--- src/rtl/cfg_xlat_pkg.sv ---
package cfg_xlat_pkg;
  localparam int unsigned ADDR_W = 32;
  localparam int unsigned DATA_W = 32;
  localparam int unsigned BDF_W  = 16;

  typedef struct packed {
    logic              hit;
    logic              miss;
    logic              wr;
    logic              type1;
    logic [ADDR_W-1:0] addr;
    logic [DATA_W-1:0] wdata;
  } xlat_req_t;
endpackage

--- src/rtl/cfg_xlat_regs.sv ---
module cfg_xlat_regs
  import cfg_xlat_pkg::*;
#(
  parameter int unsigned NUM_REGIONS = 8,
  parameter int unsigned WIN_W       = 16,
  parameter int unsigned REG_AW      = 12,
  parameter int unsigned BASE_OFFS   = 32'h92C,
  parameter int unsigned BDF_OFFS    = 32'h930
) (
  input  logic                                clk_i,
  input  logic                                rst_ni,
  input  logic                                wr_i,
  input  logic                                rd_i,
  input  logic [REG_AW-1:0]                   addr_i,
  input  logic [DATA_W-1:0]                   wdata_i,
  output logic [DATA_W-1:0]                   rdata_o,
  output logic [ADDR_W-WIN_W-1:0]             base_hi_o,
  output logic [NUM_REGIONS-1:0][BDF_W-1:0]   bdf_tbl_o
);
  localparam int unsigned NUM_PAIRS = NUM_REGIONS / 2;
  localparam int unsigned BASE_W    = ADDR_W - WIN_W;

  logic [BASE_W-1:0] base_q;
  logic [DATA_W-1:0] rd_mux;
  logic [DATA_W-1:0] rdata_q;

  always_ff @(posedge clk_i or negedge rst_ni) begin
    if (!rst_ni)                                          base_q <= '0;
    else if (wr_i && addr_i == REG_AW'(BASE_OFFS))        base_q <= wdata_i[DATA_W-1 -: BASE_W];
  end

  for (genvar p = 0; p < NUM_PAIRS; p++) begin : g_pair
    localparam logic [REG_AW-1:0] PAIR_OFFS = REG_AW'(BDF_OFFS + 4 * p);
    logic [2*BDF_W-1:0] pair_q;
    always_ff @(posedge clk_i or negedge rst_ni) begin
      if (!rst_ni)                         pair_q <= '0;
      else if (wr_i && addr_i == PAIR_OFFS) pair_q <= wdata_i[2*BDF_W-1:0];
    end
    assign bdf_tbl_o[2*p]   = pair_q[BDF_W-1:0];
    assign bdf_tbl_o[2*p+1] = pair_q[2*BDF_W-1:BDF_W];
  end

  always_comb begin
    rd_mux = '0;
    if (addr_i == REG_AW'(BASE_OFFS)) rd_mux = {base_q, {WIN_W{1'b0}}};
    for (int p = 0; p < NUM_PAIRS; p++) begin
      if (addr_i == REG_AW'(BDF_OFFS + 4 * p))
        rd_mux = DATA_W'({bdf_tbl_o[2*p+1], bdf_tbl_o[2*p]});
    end
  end

  always_ff @(posedge clk_i or negedge rst_ni) begin
    if (!rst_ni)   rdata_q <= '0;
    else if (rd_i) rdata_q <= rd_mux;
  end

  assign rdata_o   = rdata_q;
  assign base_hi_o = base_q;
endmodule

--- src/rtl/cfg_xlat_decode.sv ---
module cfg_xlat_decode
  import cfg_xlat_pkg::*;
#(
  parameter int unsigned NUM_REGIONS = 8,
  parameter int unsigned WIN_W       = 16,
  parameter int unsigned REGION_W    = 12
) (
  input  logic                              rd_i,
  input  logic                              wr_i,
  input  logic [ADDR_W-1:0]                 addr_i,
  input  logic [DATA_W-1:0]                 wdata_i,
  input  logic [ADDR_W-WIN_W-1:0]           base_hi_i,
  input  logic [NUM_REGIONS-1:0][BDF_W-1:0] bdf_tbl_i,
  output xlat_req_t                         req_o
);
  localparam int unsigned SEL_W = (NUM_REGIONS > 1) ? $clog2(NUM_REGIONS) : 1;
  localparam int unsigned GAP_W = WIN_W - REGION_W;

  logic [WIN_W-1:0] offs;
  logic [SEL_W-1:0] sel;
  logic             access, in_win;

  assign offs   = addr_i[WIN_W-1:0];
  assign sel    = offs[REGION_W +: SEL_W];
  assign access = rd_i | wr_i;
  // usable part is the lower half of an aligned window
  assign in_win = (addr_i[ADDR_W-1:WIN_W] == base_hi_i) && !offs[WIN_W-1];

  always_comb begin
    req_o       = '0;
    req_o.hit   = access & in_win;
    req_o.miss  = access & ~in_win;
    req_o.wr    = wr_i;
    req_o.type1 = |offs[WIN_W-1:REGION_W];
    req_o.addr  = {bdf_tbl_i[sel], {GAP_W{1'b0}}, offs[REGION_W-1:2], 2'b00};
    req_o.wdata = wdata_i;
  end
endmodule

--- src/rtl/cfg_xlat_out.sv ---
module cfg_xlat_out
  import cfg_xlat_pkg::*;
(
  input  logic              clk_i,
  input  logic              rst_ni,
  input  xlat_req_t         req_i,
  output logic              valid_o,
  output logic              wr_o,
  output logic              type1_o,
  output logic              err_o,
  output logic [ADDR_W-1:0] addr_o,
  output logic [DATA_W-1:0] wdata_o
);
  logic valid_q, wr_q, type1_q, err_q;
  logic [ADDR_W-1:0] addr_q;
  logic [DATA_W-1:0] wdata_q;

  always_ff @(posedge clk_i or negedge rst_ni) begin
    if (!rst_ni) begin
      valid_q <= 1'b0;
      wr_q    <= 1'b0;
      err_q   <= 1'b0;
    end else begin
      valid_q <= req_i.hit;
      wr_q    <= req_i.hit & req_i.wr;
      err_q   <= req_i.miss;
    end
  end

  always_ff @(posedge clk_i or negedge rst_ni) begin
    if (!rst_ni) begin
      type1_q <= 1'b0;
      addr_q  <= '0;
      wdata_q <= '0;
    end else if (req_i.hit) begin
      type1_q <= req_i.type1;
      addr_q  <= req_i.addr;
      wdata_q <= req_i.wdata;
    end
  end

  assign valid_o = valid_q;
  assign wr_o    = wr_q;
  assign type1_o = type1_q;
  assign err_o   = err_q;
  assign addr_o  = addr_q;
  assign wdata_o = wdata_q;
endmodule

--- src/rtl/cfg_xlat.sv ---
module cfg_xlat
  import cfg_xlat_pkg::*;
#(
  parameter int unsigned NUM_REGIONS = 8,
  parameter int unsigned WIN_W       = 16,
  parameter int unsigned REGION_W    = 12,
  parameter int unsigned REG_AW      = 12,
  parameter int unsigned BASE_OFFS   = 32'h92C,
  parameter int unsigned BDF_OFFS    = 32'h930
) (
  input  logic               clk_i,
  input  logic               rst_ni,
  input  logic               reg_wr_i,
  input  logic               reg_rd_i,
  input  logic [REG_AW-1:0]  reg_addr_i,
  input  logic [31:0]        reg_wdata_i,
  output logic [31:0]        reg_rdata_o,
  input  logic               cpu_rd_i,
  input  logic               cpu_wr_i,
  input  logic [31:0]        cpu_addr_i,
  input  logic [31:0]        cpu_wdata_i,
  output logic               core_valid_o,
  output logic               core_wr_o,
  output logic               core_type1_o,
  output logic [31:0]        core_addr_o,
  output logic [31:0]        core_wdata_o,
  output logic               cpu_err_o
);
  logic [ADDR_W-WIN_W-1:0]           base_hi;
  logic [NUM_REGIONS-1:0][BDF_W-1:0] bdf_tbl;
  xlat_req_t                         req;

  cfg_xlat_regs #(
    .NUM_REGIONS(NUM_REGIONS), .WIN_W(WIN_W), .REG_AW(REG_AW),
    .BASE_OFFS(BASE_OFFS), .BDF_OFFS(BDF_OFFS)
  ) u_regs (
    .clk_i(clk_i), .rst_ni(rst_ni),
    .wr_i(reg_wr_i), .rd_i(reg_rd_i), .addr_i(reg_addr_i),
    .wdata_i(reg_wdata_i), .rdata_o(reg_rdata_o),
    .base_hi_o(base_hi), .bdf_tbl_o(bdf_tbl)
  );

  cfg_xlat_decode #(
    .NUM_REGIONS(NUM_REGIONS), .WIN_W(WIN_W), .REGION_W(REGION_W)
  ) u_dec (
    .rd_i(cpu_rd_i), .wr_i(cpu_wr_i), .addr_i(cpu_addr_i),
    .wdata_i(cpu_wdata_i), .base_hi_i(base_hi), .bdf_tbl_i(bdf_tbl),
    .req_o(req)
  );

  cfg_xlat_out u_out (
    .clk_i(clk_i), .rst_ni(rst_ni), .req_i(req),
    .valid_o(core_valid_o), .wr_o(core_wr_o), .type1_o(core_type1_o),
    .err_o(cpu_err_o), .addr_o(core_addr_o), .wdata_o(core_wdata_o)
  );
endmodule

--- config.mk ---
export PLATFORM = sky130hd
export DESIGN_NAME = cfg_xlat
export DESIGN_NICKNAME = d
export VERILOG_FILES = /design/src/rtl/cfg_xlat_pkg.sv /design/src/rtl/cfg_xlat_regs.sv /design/src/rtl/cfg_xlat_decode.sv /design/src/rtl/cfg_xlat_out.sv /design/src/rtl/cfg_xlat.sv
export SDC_FILE = /design/constraint.sdc
export NUM_CORES = 1
export LEC_CHECK = 0
export ABC_AREA = 1
export CAP_MARGIN = 10
export CORE_MARGIN = 2
export CORE_UTILIZATION = 54
export CTS_CLUSTER_SIZE = 40
export DETAILED_ROUTE_END_ITERATION = 7
export PLACE_DENSITY_LB_ADDON = 0.05
export REMOVE_ABC_BUFFERS = 1
export SLEW_MARGIN = 10
export SYNTH_ARGS = -nofsm -noshare
export SYNTH_HDL_FRONTEND = slang
export SYNTH_HIERARCHICAL = 1
export SYNTH_SLANG_ARGS = --single-unit
--- constraint.sdc ---
create_clock -name clk_i -period 1.8 [get_ports clk_i]
set_input_delay 0.27 -clock clk_i [delete_from_list [all_inputs] [get_ports clk_i]]
set_output_delay 0.27 -clock clk_i [all_outputs]
set_load 0.005 [all_outputs]
==> impl_metrics.ini, run 1 <==
[clocking]
cts_made_buffers = 26
ctsRootBufferMaster = clkbuf_16
path_clk_slew_ns = 0.06
cts_sinks = 244
clk_latency_ns = 0.53
clockBufferDepth = 3
cts_max_level = 1
cts_tree = built

[worst_setup_path]
start_kind = flop
slowest_delay_ns = 0.38
crit_family = simple AND/OR/NAND/NOR gates
crit_top_cell = nand2_1
critical_path_class = flop to flop
arrival_ns = 2.15
end_kind = flop
critPathSlowestCell = dfrtp_1
cp.required_ns = 2.22
path_cells = inv_1 -> nand2_1 -> nand2_1 -> inv_1 -> nand3_1 -> nor2_4 -> nand3_4 -> nor2_4 -> inv_2 -> clkbuf_16 -> nand2_1 -> nand2_1
worstPathMaxFanout = 29
path_buf_inv = 4

[global_route]
grt_max_degree = 65
antenna_found_initial = 0
overflow = 0
grt_pass1_vias = 10600
grt_pass1_wl_mm = 57.4
grtUsageTotal = 0.301

[finish]
nNetsFinal = 1845
multiInputGateArea_um2 = 5020
drive_above_1_share = 0.117
fill_cells = 1799
regArea_um2 = 6110
syn2layout_area_growth_pct = 29.4
antenna_cells = 0

[die]
die_area_um2 = 24000
die_w_um = 155
rows = 55
chipHeight_um = 155
initial_core_util = 0.547
coreArea_um2 = 22500
pin_count = 214

[power]
p_sw_mw = 2.76
ir_drop_mv = 0.826
seq_power_share = 0.448
powerDensity_nw_per_um2 = 773
p_comb_frac = 0.071
pwr-share-clk = 0.481
leakagePower_nw = 7.91
total_power_mw = 12.3
intPower_mw = 9.53
swShare = 0.225

[yosys]
synth.most_common_cell = nand2_1
synth_compound_area_frac = 0.114
yosysTopAreaCell = dfrtp_1
synthMuxAreaShare = 0.0260
yosys.area_share.simple = 0.259
synth_top_area_frac = 0.496
synth.top_cells.by_count = nand2_1, dfrtp_1, o21ai_0
synth_top_family_by_area = simple AND/OR/NAND/NOR gates
synth-seq-area-share = 0.496
synthesis.area_um2 = 12300
yosys-top-cells-area = dfrtp_1, nand2_1, o21ai_0
synth_xor_area_frac = 0.00356
synthFlopType = dfrtp_1
avgSynthCellArea_um2 = 8.03
synth_seq_cells = 244
synth_cells = 1531
yosys_warnings = 6
yosys.area_share.adder = 0
synth_cell_type_count = 32
synth_edf_count = 0
synthArstFlopShare = 1.00

[timing]
rsz0062_at_grt = true
hold_viol = 0
fmax_mhz = 578
fin_skew_ns = 0.0102
fin_crit_ns = 1.73
finalCritPeriodShare = 0.961
whs_ns = 0.229
drv_slew = 0
setup_viol = 0

[route]
vias = 11100
vias_per_cell = 5.44
wire_per_inst_um = 17.8
drt_drc_violations_left = 0
drt_iter0_drc = 912
ant_nets = 0
first_pass_iters = 5
routed_wirelength_mm = 36.2

[status]
status = finished clean

[min_path]
min_path_type = primary input to async pin

[place]
dp.final_hpwl_mm = 23.7
buffer_ports.inserted = 211
gp_congestion = 0.902

[job]
max_cap_violations = 0
==> path summary, 6_finish.rpt <==
path | startpoint | to | slack, ns | cells after the start
worst min-delay path | rst_ni | u_out/addr_o[10] | 0.23 | 2
worst min register to register | u_out/wdata_o[19] | u_out/wdata_o[19] | 0.47 | 2
max in group asynchronous | rst_ni | u_regs/rdata_o[24] | 0.89 | 3
min in group clk_i | cpu_addr_i[4] | u_out/addr_o[4] | 0.27 | 3
worst max-delay path | u_regs/base_hi_o[13] | u_out/wdata_o[26] | 0.07 | 12
worst max register to register | u_regs/base_hi_o[13] | u_out/wdata_o[26] | 0.07 | 12
==> layout by cell type (no fill, tap or decap), types with 2 or more instances in the layout <==
master	count
buf_12	23
buf_2	2
buf_4	62
buf_6	3
bufinv_16	5
clkbuf_1	2
clkbuf_16	28
clkbuf_8	5
clkdlybuf4s50_1	208
clkinv_2	4
clkinv_4	2
clkinvlp_4	2
conb_1	6
dfrtp_1	244
inv_1	95
inv_2	4
mux2i_1	32
nand2_1	585
nand2_2	6
nand2_4	3
nand3_1	83
nand4_4	2
nor2_1	75
nor2_2	3
nor2_4	9
nor3_4	2
o211ai_1	16
o21ai_0	133
o21ai_1	27
o21ai_2	32
o22ai_1	32
or2_2	2
xnor2_1	5
==> stage by stage <==
stage	setup WS, ns	instance area [um2]	std cells	utilization	TNS [ns]
global route	-0.0617	15900	2035	0.707	-2.53
detailed placement	-0.365	14800	1979	0.658	-54.01
global placement	-0.310	14800	1979	0.658	-45.39
floorplan	-2.41	11500	1402	-	-228.33
finish	0.0698	15900	2035	0.707	0
CTS	0.000772	15900	2035	0.707	0
==> repair_timing <==
| action | CTS | global route |
|---|---|---|
| hold buffers | 1 | 0 |
| resized for setup | 7 | 10 |
| pin swaps | 4 | 4 |
| endpoints found under the setup margin | 60 | 67 |
| buffers inserted | 6 | 1 |
| endpoints found under the hold margin | 65 | 0 |
| gates cloned | 2 | 1 |
==> routing by layer <==
layer | wire (um) | track usage
met2 | 17100 | 0.495
met1 | 15200 | 0.417
met4 | 993 | 0.0974
met5 | 0 | 0
met3 | 2840 | 0.0426
==> sequential cells by signal (all words and copies together), names as in the netlist <==
name,cells
u_out/addr_o,32
u_out/err_o,1
u_out/type1_o,1
u_out/valid_o,1
u_out/wdata_o,32
u_out/wr_o,1
u_regs/base_hi_o,16
u_regs/g_pair.pair_q,128
u_regs/rdata_o,32
==> power groups by stage <==
stage	Clock, mW	Sequential, mW	Combinational (mW)
after floorplan	0	5.61	0.235
after global routing	6.23	5.51	0.950
after detailed placement	0	5.61	0.863
after global placement	0	5.61	0.859
after CTS	5.99	5.51	0.871
final	5.91	5.51	0.873
==> kinds of logic after synthesis <==
group,count (synthesis)
mux,32
simple gates,775
flops,244
buf+inv,234
other cells,1
xor+xnor,5
compound gates,240
==> final cells by class <==
cell class,count,share of cell area
flip-flops and latches,244,0.384
multi-input cells,1058,0.315
repair buffers,301,0.195
clock buffers,34,0.0472
inverters,100,0.0237
well taps,285,0.0224
clock inverters,13,0.0127
Power figures use the tool's default switching activity.
==> inputs of run 2 (changes only) <==
CORE_ASPECT_RATIO = 0.8   (was not set)
==> run 2 against run 1 <==
  * Sequential cell count did not move
  * Highest routed layer unchanged
  * Critical path depth shrank 1
  * Non-clock buffer count increased by 4
  * Hold slack better by 0.025 ns
  * Worst setup slack got worse by 0.035 ns
  * Combinational power grew 2.9%
  * Largest power group is now registers
  * Global-route usage up 0.44 points
  * Fmax down 2.0%
  * Critical endpoint is now u_out/wdata_o[6]
==> impl_metrics.ini, run 2 (synthesis gave the netlist of run 1 again) <==
[place]
dp.final_hpwl_mm = 24.4
gp_congestion = 0.881
place_area_um2 = 14900
buffer_ports.inserted = 211
placedCellCount = 2000

[worst_setup_path]
critPathSlowestCell = dfrtp_1
end_kind = flop
arrival_ns = 2.23
start_kind = flop
worstPathMaxFanout = 7
reg2reg_slack_ns = 0.04
worstRegToRegCells = 11
slowest_delay_ns = 0.41
crit_start = u_regs/base_hi_o[7]
timing.rr.end = u_out/wdata_o[6]
path_cells = nand2_1 -> nand2_2 -> nor2_4 -> nand2_2 -> nor2_4 -> nand3_4 -> nor2_4 -> buf_6 -> clkbuf_16 -> nand2_1 -> nand2_1
critical_path_class = flop to flop
rr_startpoint = u_regs/base_hi_o[7]
cp.required_ns = 2.27

[clocking]
clockBufferDepth = 3
clk_latency_ns = 0.54
cts_tree = built
cts_max_level = 1
cts_made_buffers = 26
path_clk_slew_ns = 0.06
cts_sinks = 244
ctsRootBufferMaster = clkbuf_16

[finish]
top_register = u_regs/g_pair.pair_q
drive_above_1_share = 0.122
final_common_cell = nand2_1
post_layout_nonfiller_instances = 2057
largest_register_ffs = 128
nNetsFinal = 1849
fin_area_um2 = 16000
syn2layout_area_growth_pct = 30.1
fill_cells = 1833
final_cell_mix = nand2_1, dfrtp_1, clkdlybuf4s50_1, o21ai_0, inv_1
antenna_cells = 0

[power]
pwr-share-clk = 0.454
seq_power_share = 0.470
ir_drop_mv = 0.565
leakagePower_nw = 7.93
p_comb_frac = 0.077
swShare = 0.228
intPower_mw = 9.06
total_power_mw = 11.7
p_sw_mw = 2.67
powerDensity_nw_per_um2 = 734

[route]
vias = 11100
routed.top_layer = met4
wire_per_inst_um = 17.9
drt_drc_violations_left = 0
drt_iter0_drc = 1190
first_pass_iters = 5
wl_met3_mm = 3.21
vias_per_cell = 5.39
wl_met2_mm = 16.5
ant_nets = 0
wl_met1_mm = 16.1
routed_wirelength_mm = 36.9

[timing]
hold_viol = 0
fmax_mhz = 567
fin_crit_ns = 1.76
worstMarginPinSlew_ns = 0.508
rsz0062_at_grt = true
finalCritPeriodShare = 0.980
drv_slew = 0
max_slew_margin = 0.661
fin_skew_ns = 0.0155
tns_ns = 0
setup_viol = 0

[global_route]
antenna_found_initial = 0
grt_pass1_vias = 10800
grt_max_degree = 48
overflow = 0
grtUsageTotal = 0.306
grt_pass1_wl_mm = 58.5

[die]
rows = 49
die_w_um = 173
coreArea_um2 = 22400
die_area_um2 = 24000
initial_core_util = 0.548
chipHeight_um = 139
pin_count = 214

[min_path]
min_path_type = primary input to async pin

[job]
max_cap_violations = 0

[status]
status = finished clean
==> run 2: cell count changes in the layout (fill, tap and decap cells not counted), moves of 2 or more <==
cell,before,now
buf_4,62,59
nand2_1,585,575
clkinv_2,4,6
clkinvlp_4,2,0
nand2_2,6,15
clkbuf_16,28,30
buf_12,23,27
clkbuf_1,2,4
bufinv_16,5,2
==> run 2: per-layer routing <==
layer  up-vias  track usage
li1       5259            -
met1      5209        0.439
met2       528        0.480
met3        87       0.0526
met4         0       0.0919
met5         -            0
==> run 2: repair_timing <==
action                                 in CTS  in global routing
pin swaps                                   1                  7
hold buffers                                1                  0
buffers inserted                            4                  4
gates resized for setup                     6                 23
setup endpoints to repair                  66                 68
gates cloned                                0                  4
endpoints found under the hold margin      40                  0
==> run 2: layout make-up <==
type                            count  area [um2]  share of cell area
Tap cell                          306         383              0.0239
Inverter                          100         380              0.0238
Timing Repair Buffer              305        3220               0.201
Multi-Input combinational cell   1058        5060               0.316
Clock buffer                       35         746              0.0466
Sequential cell                   244        6110               0.382
Clock inverter                      9        98.8             0.00618
==> run 2: per-stage QoR <==
stage	utilization	worst slack (ns)	hold WS, ns
after floorplan	-	-2.41	-0.0256
after global placement	0.663	-0.515	0.224
after detailed placement	0.663	-0.569	0.218
after CTS	0.704	-0.00596	0.259
after global routing	0.713	-0.0546	0.274
final	0.713	0.0352	0.255
==> run 2: how the worst max path moves through the flow <==
stage / end / cells after the start / slack (ns)
floorplan: u_out/addr_o[0] / 10 / -2.41
global placement: u_out/wdata_o[7] / 12 / -0.51
detailed placement: u_out/wdata_o[7] / 12 / -0.57
CTS: u_out/wdata_o[7] / 10 / -0.006
global route: u_out/wdata_o[5] / 11 / -0.05
finish: u_out/wdata_o[6] / 11 / 0.04
==> run 2: power by group through the flow <==
stage	Clock, mW	Combinational [mW]	Sequential [mW]
after floorplan	0	0.235	5.61
after global placement	0	0.877	5.61
after detailed placement	0	0.879	5.61
after CTS	5.40	0.890	5.51
after global routing	5.63	0.976	5.51
final	5.33	0.898	5.51
==> run 2: critical path: cells and delay by family (launching register included) <==
family,cells,cell delay (ns)
flip-flops,1,0.41
buffers and inverters,2,0.34
AND/OR/NAND/NOR,9,0.92
==> inputs of run 3 (changes only) <==
REMOVE_ABC_BUFFERS = not set   (was 1)
==> run 3 against run 2 <==
  * The run now ends with setup timing left
  * Critical path depth grew 1
  * Hold slack better by 0.021 ns
  * Sequential power about the same
  * Clock skew decreased by 0.0048 ns
  * Count of clock-buffer cells in the layout increased by 4
  * Utilization shrank 0.63 points
  * Cell count is 0.68% lower
  * Largest cell class unchanged
  * Routed wire length fell by 3.3%
==> impl_metrics.ini, run 3 (synthesis gave the netlist of run 1 again) <==
[route]
routed_wirelength_mm = 35.6
drt_iter0_drc = 880
vias_per_cell = 5.35
drt_drc_violations_left = 0
vias = 10900
first_pass_iters = 5
wire_per_inst_um = 17.4
ant_nets = 0

[die]
chipHeight_um = 139
rows = 49
die_w_um = 173
pin_count = 214
initial_core_util = 0.548
coreArea_um2 = 22400
die_area_um2 = 24000

[timing]
worstMarginPinSlew_ns = 0.602
rsz0062_at_grt = true
finalCritPeriodShare = 1.00
fin_skew_ns = 0.0107
tns_ns = -0.00582
setup_viol = 2
max_slew_margin = 0.599
hold_viol = 0
fmax_mhz = 554
fin_crit_ns = 1.80
drv_slew = 0
fin_ws_ns = -0.00437

[worst_setup_path]
critical_path_class = flop to flop
start_kind = flop
arrival_ns = 2.27
cp.required_ns = 2.26
worstPathMaxFanout = 6
slowest_delay_ns = 0.40
crit_top_cell = nand2_1
crit_family = simple AND/OR/NAND/NOR gates
critPathSlowestCell = dfrtp_1
path_cells = inv_1 -> nand2_1 -> nand2_1 -> nor2_1 -> nand2_1 -> nor2_1 -> nand3_2 -> nor2_4 -> buf_6 -> clkbuf_16 -> nand2_1 -> nand2_1
end_kind = flop
path_buf_inv = 3

[finish]
syn2layout_area_growth_pct = 28.9
final_cell_mix = nand2_1, dfrtp_1, clkdlybuf4s50_1, o21ai_0, inv_1
fin_util = 0.707
antenna_cells = 0
final_common_cell = nand2_1
top_register = u_regs/g_pair.pair_q
drive_above_1_share = 0.107
nNetsFinal = 1833
post_layout_nonfiller_instances = 2043
largest_register_ffs = 128

[place]
place_ws_ns = -0.331
dp.final_hpwl_mm = 24.2
gp_congestion = 0.887
placedCellCount = 1983
buffer_ports.inserted = 211

[power]
swShare = 0.229
ir_drop_mv = 0.714
powerDensity_nw_per_um2 = 743
leakagePower_nw = 7.83
p_comb_frac = 0.073
intPower_mw = 9.08
pwr-share-clk = 0.459
p_sw_mw = 2.69
seq_power_share = 0.469

[clocking]
cts_made_buffers = 27
clockBufferDepth = 3
clk_latency_ns = 0.53
cts_sinks = 244
cts_tree = built
cts_max_level = 1
ctsRootBufferMaster = clkbuf_16
path_clk_slew_ns = 0.06

[status]
violations = setup timing
status = finished, violations left

[global_route]
grt_pass1_wl_mm = 55.4
overflow = 0
antenna_found_initial = 0
grtUsageTotal = 0.284
grt_pass1_vias = 10600
grt_max_degree = 67

[min_path]
min_path_type = primary input to flop

[job]
max_cap_violations = 0
run 3: through the flow:
step	cell area (um2)	hold slack (ns)	power (mW)
6_report	15900	0.275	11.8
5_1_grt	15900	0.280	12.2
4_1_cts	15700	0.263	11.8
3_5_place_dp	14800	0.287	6.46
3_3_place_gp	14800	0.281	6.45
2_1_floorplan	12300	-0.0256	6.01
run 3: layout make-up:
class	count	area [um2]
flip-flops and latches	244	6110
well taps	306	383
inverters	100	380
fillers	1848	6580
clock inverters	8	92.6
clock buffers	39	761
multi-input cells	1058	5010
repair buffers	288	3120
run 3: worst min-delay path, stage by stage:
cell	delay, ns
clkdlybuf4s50_1	0.39
nand2_1	0.06
nand2_1	0.05
run 3: path summary, 6_finish.rpt:
kind                                       from                     endpoint  slack, ns  depth (start not counted)
setup reg to reg           u_regs/base_hi_o[10]             u_out/wdata_o[1]     -0.004                         12
hold reg to reg               u_out/wdata_o[21]            u_out/wdata_o[21]       0.47                          2
hold / removal                  cpu_wdata_i[29]            u_out/wdata_o[29]       0.28                          3
max in group asynchronous                rst_ni  u_regs/g_pair[3].pair_q[10]       0.85                          3
min in group asynchronous                rst_ni           u_regs/rdata_o[17]       0.30                          2
setup / recovery           u_regs/base_hi_o[10]             u_out/wdata_o[1]     -0.004                         12
run 3: power by group through the flow:
stage          combinational (mW)  clock [mW]  sequential (mW)
2_1_floorplan               0.398           0             5.61
3_3_place_gp                0.837           0             5.61
3_5_place_dp                0.844           0             5.62
4_1_cts                     0.852        5.47             5.52
5_1_grt                     0.936        5.71             5.51
6_report                    0.856        5.40             5.52
run 3: what timing repair did:
action,in CTS,in global routing
endpoints found under the setup margin,1,65
hold buffers,1,0
gates cloned,0,6
hold endpoints to repair,59,0
buffers inserted,0,6
pin swaps,0,6
gates resized for setup,1,13
run 3: layer usage:
| metal | wire length, um | up-vias | GRT usage | share of wire |
|---|---|---|---|---|
| li1 | - | 5223 | - | - |
| met1 | 15000 | 5235 | 0.377 | 0.42 |
| met2 | 17600 | 409 | 0.496 | 0.49 |
| met3 | 2200 | 59 | 0.0370 | 0.062 |
| met4 | 862 | 0 | 0.0763 | 0.024 |
| met5 | 0 | - | 0 | 0 |
